--- config.mk ---
export PLATFORM = sky130hd
export DESIGN_NAME = tws_reg_slave
export DESIGN_NICKNAME = d
export VERILOG_FILES = /design/src/rtl/tws_pkg.sv /design/src/rtl/tws_sync.sv /design/src/rtl/tws_engine.sv /design/src/rtl/tws_regfile.sv /design/src/rtl/tws_reg_slave.sv
export SDC_FILE = /design/constraint.sdc
export NUM_CORES = 1
export LEC_CHECK = 0
export BUFFER_PORTS_ARGS = -buffer_cell sky130_fd_sc_hd__buf_4
export CAP_MARGIN = 20
export CORE_MARGIN = 2
export CORE_UTILIZATION = 55
export CTS_CLUSTER_SIZE = 25
export DETAILED_ROUTE_END_ITERATION = 7
export PLACE_DENSITY = 0.76
export SLEW_MARGIN = 0
export SYNTH_ARGS = -nofsm -noshare
export SYNTH_HDL_FRONTEND = slang
export SYNTH_HIERARCHICAL = 1
export SYNTH_SLANG_ARGS = --single-unit
--- constraint.sdc ---
create_clock -name clk -period 9.9 [get_ports clk]
set_clock_uncertainty 0.15 [all_clocks]
set_input_delay 1.98 -clock clk [delete_from_list [all_inputs] [get_ports clk]]
set_output_delay 1.98 -clock clk [all_outputs]
set_load 0.02 [all_outputs]
--- src/rtl/tws_pkg.sv ---
package tws_pkg;

    // Width of a device address on the bus.
    localparam int ADDR_W = 7;
    // Register and serial byte width.
    localparam int BYTE_W = 8;

    // Bus events extracted by the synchroniser.
    typedef struct packed {
        logic scl_rise;
        logic scl_fall;
        logic start;
        logic stop;
        logic sda_lvl;
    } tws_evt_t;

    typedef enum logic [3:0] {
        ST_IDLE,
        ST_DEVADR,
        ST_ACK_DEV,
        ST_PTR,
        ST_ACK_PTR,
        ST_WDAT,
        ST_ACK_WDAT,
        ST_RDAT,
        ST_RACK,
        ST_SKIP
    } tws_state_e;

endpackage

--- src/rtl/tws_sync.sv ---
module tws_sync
    import tws_pkg::*;
#(
    parameter int STAGES = 2
) (
    input  logic     clk,
    input  logic     rst_n,
    input  logic     scl_in,
    input  logic     sda_in,
    output tws_evt_t evt
);

    // STAGES flops of resynchronisation plus one history flop per line.
    logic [STAGES:0] scl_p;
    logic [STAGES:0] sda_p;

    always_ff @(posedge clk or negedge rst_n) begin
        if (!rst_n) begin
            scl_p <= '1;
            sda_p <= '1;
        end else begin
            scl_p <= {scl_p[STAGES-1:0], scl_in};
            sda_p <= {sda_p[STAGES-1:0], sda_in};
        end
    end

    logic scl_now, scl_old, sda_now, sda_old;
    assign scl_now = scl_p[STAGES-1];
    assign scl_old = scl_p[STAGES];
    assign sda_now = sda_p[STAGES-1];
    assign sda_old = sda_p[STAGES];

    always_comb begin
        evt.scl_rise = scl_now & ~scl_old;
        evt.scl_fall = ~scl_now & scl_old;
        evt.start    = scl_now & scl_old & sda_old & ~sda_now;
        evt.stop     = scl_now & scl_old & ~sda_old & sda_now;
        evt.sda_lvl  = sda_now;
    end

endmodule

--- src/rtl/tws_engine.sv ---
module tws_engine
    import tws_pkg::*;
#(
    parameter int STRAP_W = 3
) (
    input  logic               clk,
    input  logic               rst_n,
    input  logic               cs,
    input  logic [STRAP_W-1:0] strap,
    input  tws_evt_t           evt,
    input  logic [BYTE_W-1:0]  rd_data,
    output logic [BYTE_W-1:0]  ptr,
    output logic               wr_en,
    output logic [BYTE_W-1:0]  wr_addr,
    output logic [BYTE_W-1:0]  wr_data,
    output logic               sda_oe
);

    localparam int CNT_W = $clog2(BYTE_W) + 1;
    localparam logic [CNT_W-1:0] LAST_BIT = CNT_W'(BYTE_W);

    tws_state_e          state_q, state_d;
    logic [BYTE_W-1:0]   shift_q;
    logic [BYTE_W-1:0]   tx_q;
    logic [CNT_W-1:0]    cnt_q;
    logic                rw_q;
    logic                nack_q;

    logic byte_done;
    logic addr_hit;

    assign byte_done = (cnt_q == LAST_BIT);
    // Upper address bits are a fixed zero prefix; the straps fill the rest.
    assign addr_hit  = (shift_q[BYTE_W-1:1] == ADDR_W'(strap));

    // State register.
    always_ff @(posedge clk or negedge rst_n) begin
        if (!rst_n) state_q <= ST_IDLE;
        else        state_q <= state_d;
    end

    // Next-state logic.
    always_comb begin
        state_d = state_q;
        if (!cs || evt.stop) begin
            state_d = ST_IDLE;
        end else if (evt.start) begin
            state_d = ST_DEVADR;
        end else begin
            unique case (state_q)
                ST_IDLE: state_d = ST_IDLE;
                ST_DEVADR:
                    if (evt.scl_fall && byte_done)
                        state_d = addr_hit ? ST_ACK_DEV : ST_SKIP;
                ST_ACK_DEV:
                    if (evt.scl_fall) state_d = rw_q ? ST_RDAT : ST_PTR;
                ST_PTR:
                    if (evt.scl_fall && byte_done) state_d = ST_ACK_PTR;
                ST_ACK_PTR:
                    if (evt.scl_fall) state_d = ST_WDAT;
                ST_WDAT:
                    if (evt.scl_fall && byte_done) state_d = ST_ACK_WDAT;
                ST_ACK_WDAT:
                    if (evt.scl_fall) state_d = ST_WDAT;
                ST_RDAT:
                    if (evt.scl_fall && byte_done) state_d = ST_RACK;
                ST_RACK:
                    if (evt.scl_fall) state_d = nack_q ? ST_SKIP : ST_RDAT;
                ST_SKIP: state_d = ST_SKIP;
                default: state_d = ST_IDLE;
            endcase
        end
    end

    // Output and datapath process; every SDA change happens on an SCL fall.
    always_ff @(posedge clk or negedge rst_n) begin
        if (!rst_n) begin
            shift_q <= '0;
            tx_q    <= '0;
            cnt_q   <= '0;
            rw_q    <= 1'b0;
            nack_q  <= 1'b0;
            ptr     <= '0;
            wr_en   <= 1'b0;
            wr_addr <= '0;
            wr_data <= '0;
            sda_oe  <= 1'b0;
        end else begin
            wr_en <= 1'b0;
            if (!cs || evt.stop || evt.start) begin
                sda_oe <= 1'b0;
                cnt_q  <= '0;
            end else begin
                unique case (state_q)
                    ST_DEVADR, ST_PTR, ST_WDAT: begin
                        if (evt.scl_rise) begin
                            shift_q <= {shift_q[BYTE_W-2:0], evt.sda_lvl};
                            cnt_q   <= cnt_q + 1'b1;
                        end
                        if (evt.scl_fall && byte_done) begin
                            cnt_q  <= '0;
                            sda_oe <= 1'b1;
                            if (state_q == ST_DEVADR) begin
                                rw_q   <= shift_q[0];
                                sda_oe <= addr_hit;
                            end else if (state_q == ST_PTR) begin
                                ptr <= shift_q;
                            end else begin
                                wr_en   <= 1'b1;
                                wr_addr <= ptr;
                                wr_data <= shift_q;
                                ptr     <= ptr + 1'b1;
                            end
                        end
                    end
                    ST_ACK_DEV: begin
                        if (evt.scl_fall) begin
                            cnt_q <= '0;
                            if (rw_q) begin
                                tx_q   <= rd_data;
                                sda_oe <= ~rd_data[BYTE_W-1];
                            end else begin
                                sda_oe <= 1'b0;
                            end
                        end
                    end
                    ST_ACK_PTR, ST_ACK_WDAT: begin
                        if (evt.scl_fall) sda_oe <= 1'b0;
                    end
                    ST_RDAT: begin
                        if (evt.scl_rise) cnt_q <= cnt_q + 1'b1;
                        if (evt.scl_fall) begin
                            if (byte_done) begin
                                cnt_q  <= '0;
                                sda_oe <= 1'b0;
                                ptr    <= ptr + 1'b1;
                            end else begin
                                tx_q   <= {tx_q[BYTE_W-2:0], 1'b0};
                                sda_oe <= ~tx_q[BYTE_W-2];
                            end
                        end
                    end
                    ST_RACK: begin
                        if (evt.scl_rise) nack_q <= evt.sda_lvl;
                        if (evt.scl_fall) begin
                            cnt_q <= '0;
                            if (!nack_q) begin
                                tx_q   <= rd_data;
                                sda_oe <= ~rd_data[BYTE_W-1];
                            end else begin
                                sda_oe <= 1'b0;
                            end
                        end
                    end
                    ST_IDLE, ST_SKIP: sda_oe <= 1'b0;
                    default: sda_oe <= 1'b0;
                endcase
            end
        end
    end

endmodule

--- src/rtl/tws_regfile.sv ---
module tws_regfile
    import tws_pkg::*;
#(
    parameter int                NREG    = 8,
    parameter logic [BYTE_W-1:0] RST_VAL = '0
) (
    input  logic                     clk,
    input  logic                     rst_n,
    input  logic                     wr_en,
    input  logic [BYTE_W-1:0]        wr_addr,
    input  logic [BYTE_W-1:0]        wr_data,
    input  logic [BYTE_W-1:0]        rd_addr,
    output logic [BYTE_W-1:0]        rd_data,
    output logic [NREG*BYTE_W-1:0]   cfg_flat
);

    logic [BYTE_W-1:0] regs [NREG];

    // One storage byte per register; addresses past NREG never match.
    for (genvar g = 0; g < NREG; g++) begin : g_reg
        always_ff @(posedge clk or negedge rst_n) begin
            if (!rst_n)
                regs[g] <= RST_VAL;
            else if (wr_en && (wr_addr == BYTE_W'(g)))
                regs[g] <= wr_data;
        end
        assign cfg_flat[g*BYTE_W +: BYTE_W] = regs[g];
    end

    always_comb begin
        rd_data = '0;
        for (int i = 0; i < NREG; i++) begin
            if (rd_addr == BYTE_W'(i)) rd_data = regs[i];
        end
    end

endmodule

--- src/rtl/tws_reg_slave.sv ---
module tws_reg_slave
    import tws_pkg::*;
#(
    parameter int                NREG        = 8,
    parameter int                SYNC_STAGES = 2,
    parameter logic [BYTE_W-1:0] RST_VAL     = '0
) (
    input  logic                   clk,
    input  logic                   rst_n,
    input  logic                   sleep_n,
    input  logic                   bus_sel,
    input  logic [2:0]             addr_strap,
    input  logic                   scl_in,
    input  logic                   sda_in,
    output logic                   sda_oe,
    output logic [NREG*BYTE_W-1:0] cfg_flat
);

    // Sleep and system reset both clear the whole port.
    logic core_rst_n;
    assign core_rst_n = rst_n & sleep_n;

    tws_evt_t          evt;
    logic [BYTE_W-1:0] ptr;
    logic [BYTE_W-1:0] rd_data;
    logic              wr_en;
    logic [BYTE_W-1:0] wr_addr;
    logic [BYTE_W-1:0] wr_data;

    tws_sync #(.STAGES(SYNC_STAGES)) u_sync (
        .clk    (clk),
        .rst_n  (core_rst_n),
        .scl_in (scl_in),
        .sda_in (sda_in),
        .evt    (evt)
    );

    tws_engine #(.STRAP_W(3)) u_engine (
        .clk     (clk),
        .rst_n   (core_rst_n),
        .cs      (bus_sel),
        .strap   (addr_strap),
        .evt     (evt),
        .rd_data (rd_data),
        .ptr     (ptr),
        .wr_en   (wr_en),
        .wr_addr (wr_addr),
        .wr_data (wr_data),
        .sda_oe  (sda_oe)
    );

    tws_regfile #(.NREG(NREG), .RST_VAL(RST_VAL)) u_regs (
        .clk      (clk),
        .rst_n    (core_rst_n),
        .wr_en    (wr_en),
        .wr_addr  (wr_addr),
        .wr_data  (wr_data),
        .rd_addr  (ptr),
        .rd_data  (rd_data),
        .cfg_flat (cfg_flat)
    );

endmodule

Word-level counts from Yosys, hierarchy flattened
Index checks and enable logic that the tools add are counted.
{"block": "word_totals", "reg_bits": 121, "in_bits": 9, "output_inout_bits": 65, "word_cells": 173}
{"block": "classes", "add_sub_neg": 2, "n_eq_ne": 47, "n_mux": 57, "bitwise": 17, "reduce_logical": 29}
{"op": "$mux W8", "count": 13}
{"op": "$mux W4", "count": 17}
{"op": "$eq A8 B3 Y1 const B", "count": 8}
{"op": "$mux W7", "count": 6}
{"op": "$eq A8 B2 Y1 const B", "count": 4}
{"op": "$pmux W4 S8", "count": 1}
{"op": "$ne A4 B1 Y1 const B", "count": 7}
{"op": "$pmux W7 S3", "count": 1}
{"op": "$ne A3 B1 Y1 const B", "count": 6}
{"op": "$eq A4 B3 Y1 const B", "count": 4}
{"op": "$eq A8 B1 Y1 const B", "count": 2}
{"op": "$logic_not A8 Y1", "count": 2}
{"op": "$pmux W8 S2", "count": 1}
{"op": "$mux W1", "count": 15}
{"op": "$eq A4 B4 Y1 const B", "count": 3}
{"op": "$ne A2 B1 Y1 const B", "count": 6}
{"op": "$pmux W4 S3", "count": 1}
{"op": "$reduce_and A5 Y1", "count": 2}
{"op": "$logic_and A1 B1 Y1", "count": 9}
{"op": "$not A1 Y1", "count": 9}
{"op": "$add A8 B1 Y8 const B", "count": 1}
{"op": "$and A1 B1 Y1", "count": 8}
{"op": "$eq A4 B2 Y1 const B", "count": 2}
{"op": "$reduce_and A8 Y1", "count": 1}
{"op": "other kinds (18)", "count": 23}

Longest topological paths before layout
{"block": "depth", "word_depth": 14, "ltp_mapped": 8, "depth_no_buf": 6}

By module
Netlist, hierarchy kept.
{"module": "tws_regfile", "n_inst": 1, "cells_each": 242, "area_per_inst_um2": 3255.6, "seq_area_each_um2": 1601.5}
{"module": "tws_engine", "n_inst": 1, "cells_each": 265, "area_per_inst_um2": 2950.3, "seq_area_each_um2": 1276.2}
{"module": "tws_sync", "n_inst": 1, "cells_each": 11, "area_per_inst_um2": 197.7, "seq_area_each_um2": 157.7}
{"module": "tws_reg_slave", "n_inst": 1, "cells_each": 1, "area_per_inst_um2": 6.3, "seq_area_each_um2": 0.0}

Worst setup path before layout
Ideal clock, no wire load.
{"block": "synth_timing", "path_type": "input -> register", "startpoint": "in bus_sel", "endpoint": "reg u_engine.tx_q[1]", "setup_time_ns": 0.125, "arrival_ns": 3.108, "required_ns": 9.625, "slack_ns": 6.517, "cell_stages": 5, "n_path_buf": 1, "cell_sequence": "or3b_1 buf_6 a21oi_2 o221ai_4 mux2_4"}
{"block": "synth_via", "elab_chain_len": 5}
{"item": "from (decl)", "line_no": "tws_reg_slave.sv:11", "source": "input logic bus_sel,"}
{"item": "$logic_not A1 Y1", "line_no": "tws_engine.sv:90", "source": "if (!cs || evt.stop || evt.start) begin"}
{"item": "$logic_or A1 B1 Y1 (2 in a row)", "line_no": "tws_engine.sv:90"}
{"item": "$not A1 Y1 (no source line)"}
{"item": "$reduce_and A8 Y1 (no source line)"}
{"item": "to (signal assigned)", "line_no": "tws_engine.sv:120", "source": "tx_q <= rd_data;"}
{"item": "to (signal assigned)", "line_no": "tws_engine.sv:138", "source": "tx_q <= {tx_q[BYTE_W-2:0], 1'b0};"}
{"item": "to (signal assigned)", "line_no": "tws_engine.sv:148", "source": "tx_q <= rd_data;"}
{"item": "to (decl)", "line_no": "tws_engine.sv:24", "source": "logic [BYTE_W-1:0] tx_q;"}
Every way passes these cells.
A chain may end at the register's enable or synchronous reset.

==> flow_summary.json <==
{
  "outcome": "finished, final reports clean",
  "grt_pass1_wl_mm": 24.61,
  "crit_path_start_kind": "input port",
  "hp-start": "u_sync/scl_p[0]",
  "r2r-start": "u_engine/state_q[1]",
  "rows": 39,
  "tns_ps": 0,
  "first_iter_violations": 315,
  "ioPinCount": 74,
  "antenna_found_initial": 0,
  "max_freq_mhz": 307.2,
  "viasPerCell": 6.362,
  "grt_util_all_layers_pct": 25.03,
  "area_delta_synth_final_pct": 17.37,
  "cts_hold_buf": 0,
  "grt_overflow_total": 0,
  "setup_viol": 0,
  "antenna_left": 0,
  "max-slew-margin-rel_pct": 33.45,
  "cp_max_fo": 78,
  "synth_edf_count": 0,
  "synthAdderAreaFrac_pct": 0.5856,
  "cts_tree": "yes",
  "synth_warnings": 6,
  "seq_area_frac_synth_pct": 47.36,
  "firstDrtPassIters": 6,
  "synth_xor_xnor_area_share_pct": 0.6832,
  "peakVddDrop_mv": 0.1287,
  "synth_cells": 519,
  "maxCapViolCount": 0,
  "path_class": "input port to asynchronous set/reset pin",
  "cp.arrival_ps": 3500,
  "cts.sinks": 121,
  "synth-compound-area-share_pct": 12.24,
  "drcViolationCount": 0,
  "grt_setup_unrepaired": "no",
  "diodes": 0,
  "die_x_um": 112.0,
  "clk_pin_slew_ps": 50,
  "cts_resized": 0,
  "design.core.area_sq_um": 11420,
  "total_power_mw": 1.141,
  "final_common_cell": "dfrtp_1",
  "finalCriticalPeriod_ps": 3256,
  "min_path_type": "flip-flop to flip-flop",
  "syn_nets": 531,
  "final_hold_viol_count": 0,
  "synth_ff_type": "dfrtp_1",
  "drv_slew": 0,
  "synthSimpleGateAreaFrac_pct": 11.32,
  "post_cts_buffers": 0,
  "avgSynthCellArea_sq_um": 12.35,
  "initial_utilization_pct": 56.14,
  "yosysUniqueCellTypes": 76,
  "most-common-layout-cells": "dfrtp_1, mux2_2, buf_4",
  "die_area_sq_um": 12530,
  "io_buffer_count": 73,
  "cts_max_path_buffers": 2,
  "insertion_delay_ps": 420,
  "endpoint_kind": "asynchronous set/reset pin",
  "synth_top_family_by_area": "multiplexers",
  "leakage_nw": 3.680,
  "totalWireLength_mm": 15.19,
  "wl_per_cell_um": 20.67,
  "nets": 592,
  "die_h_um": 112.0,
  "cts_made_buffers": 17,
  "vias": 4676,
  "muxShareOfSynthArea_pct": 23.97,
  "first_global_vias": 4584,
  "powerDensity_nw_per_um2": 151.7,
  "cts-root-buf": "clkbuf_16",
  "setup.worst_path.start": "rst_n",
  "required_ps": 10140,
  "fin_util_pct": 65.89,
  "drive_above_1_share_pct": 41.22,
  "htreeDepth": 4,
  "tightest_slew_ps": 998.3,
  "async_flop_share_pct": 100.0,
  "grt_max_degree": 79,
  "ys_ff_latch": 121,
  "syn-cell-area_sq_um": 6410,
  "hpwl_mm": 10.27,
  "finalCritPeriodShare_pct": 32.88,
  "gp_congestion": 0.8998
}
metrics by stage:
step / worst slack [ps] / hold slack [ps] / area [sq um] / instances
after floorplan: 3941 / 195.2 / 6410 / 519
final: 6644 / 208.1 / 7523 / 735
after CTS: 6575 / 208.6 / 7523 / 735
after detailed placement: 6130 / 197.1 / 6960 / 704
after global routing: 6376 / 213.3 / 7523 / 735
after global placement: 6209 / 199.9 / 6960 / 704
Yosys cell counts (all sizes together), types with 10 or more instances:
library cell	n	area [sq um]
nor2	11	41.29
a211oi	10	75.07
nand2	16	60.06
o22ai	12	75.07
dfrtp	115	2878
buf	18	140.1
inv	12	45.04
a21oi	26	133.9
o21ai	11	55.05
clkbuf	16	61.30
mux2	117	1404
nor2b	11	68.82
nand3	11	55.05
mux2i	11	110.1
flip-flops by register name (all words and copies together) (netlist names):
register,cells
u_engine/wr_data,8
u_sync/scl_p,3
u_engine/nack_q,1
u_engine/shift_q,8
u_engine/wr_en,1
u_engine/sda_oe,1
u_engine/cnt_q,4
u_engine/tx_q,7
u_engine/ptr,8
u_regs/cfg_flat,64
u_engine/state_q,4
u_sync/sda_p,3
u_engine/wr_addr,8
u_engine/rw_q,1
critical path, stage by stage:
cell	delay, ps
buf_4	80
and2_4	500
buf_4	870
power breakdown:
part	total, mW	switching (mW)	internal [mW]
combinational	0.0391	0.0255	0.0136
clock	0.592	0.213	0.379
sequential	0.510	0.00880	0.501
cell type report:
cell class	instances	area, sq um
flip-flops and latches	121	3035
clock buffers	22	464.2
multi-input cells	352	3131
fillers	844	3895
inverters	12	45.04
clock inverters	9	98.84
well taps	143	178.9
repair buffers	76	570.5
path summary, 6_finish.rpt:
check,cells after the start,slack [ps],end
worst max-delay path,3,6640,u_regs/cfg_flat[48]
worst min-delay path,0,210,u_sync/scl_p[1]
worst max register to register,4,7290,u_engine/tx_q[2]
worst min register to register,0,210,u_sync/scl_p[1]
max in group clk,5,6710,u_engine/tx_q[2]
min in group asynchronous,2,1530,u_engine/shift_q[4]
kinds of logic after synthesis:
group	count (synthesis)
multiplexers	129
XOR/XNOR	5
AO/OA/AOI/OAI	108
AND/OR/NAND/NOR	107
adder cells (fa/ha/maj)	3
buffers and inverters	46
flip-flops	121
metal layers:
| layer | GRT usage, % | share of wire (%) |
|---|---|---|
| met1 | 33.86 | 43 |
| met5 | 0 | 0 |
| met4 | 12.36 | 3.0 |
| met2 | 38.75 | 49 |
| met3 | 5.171 | 5.9 |
(Power assumes the default switching activity.)
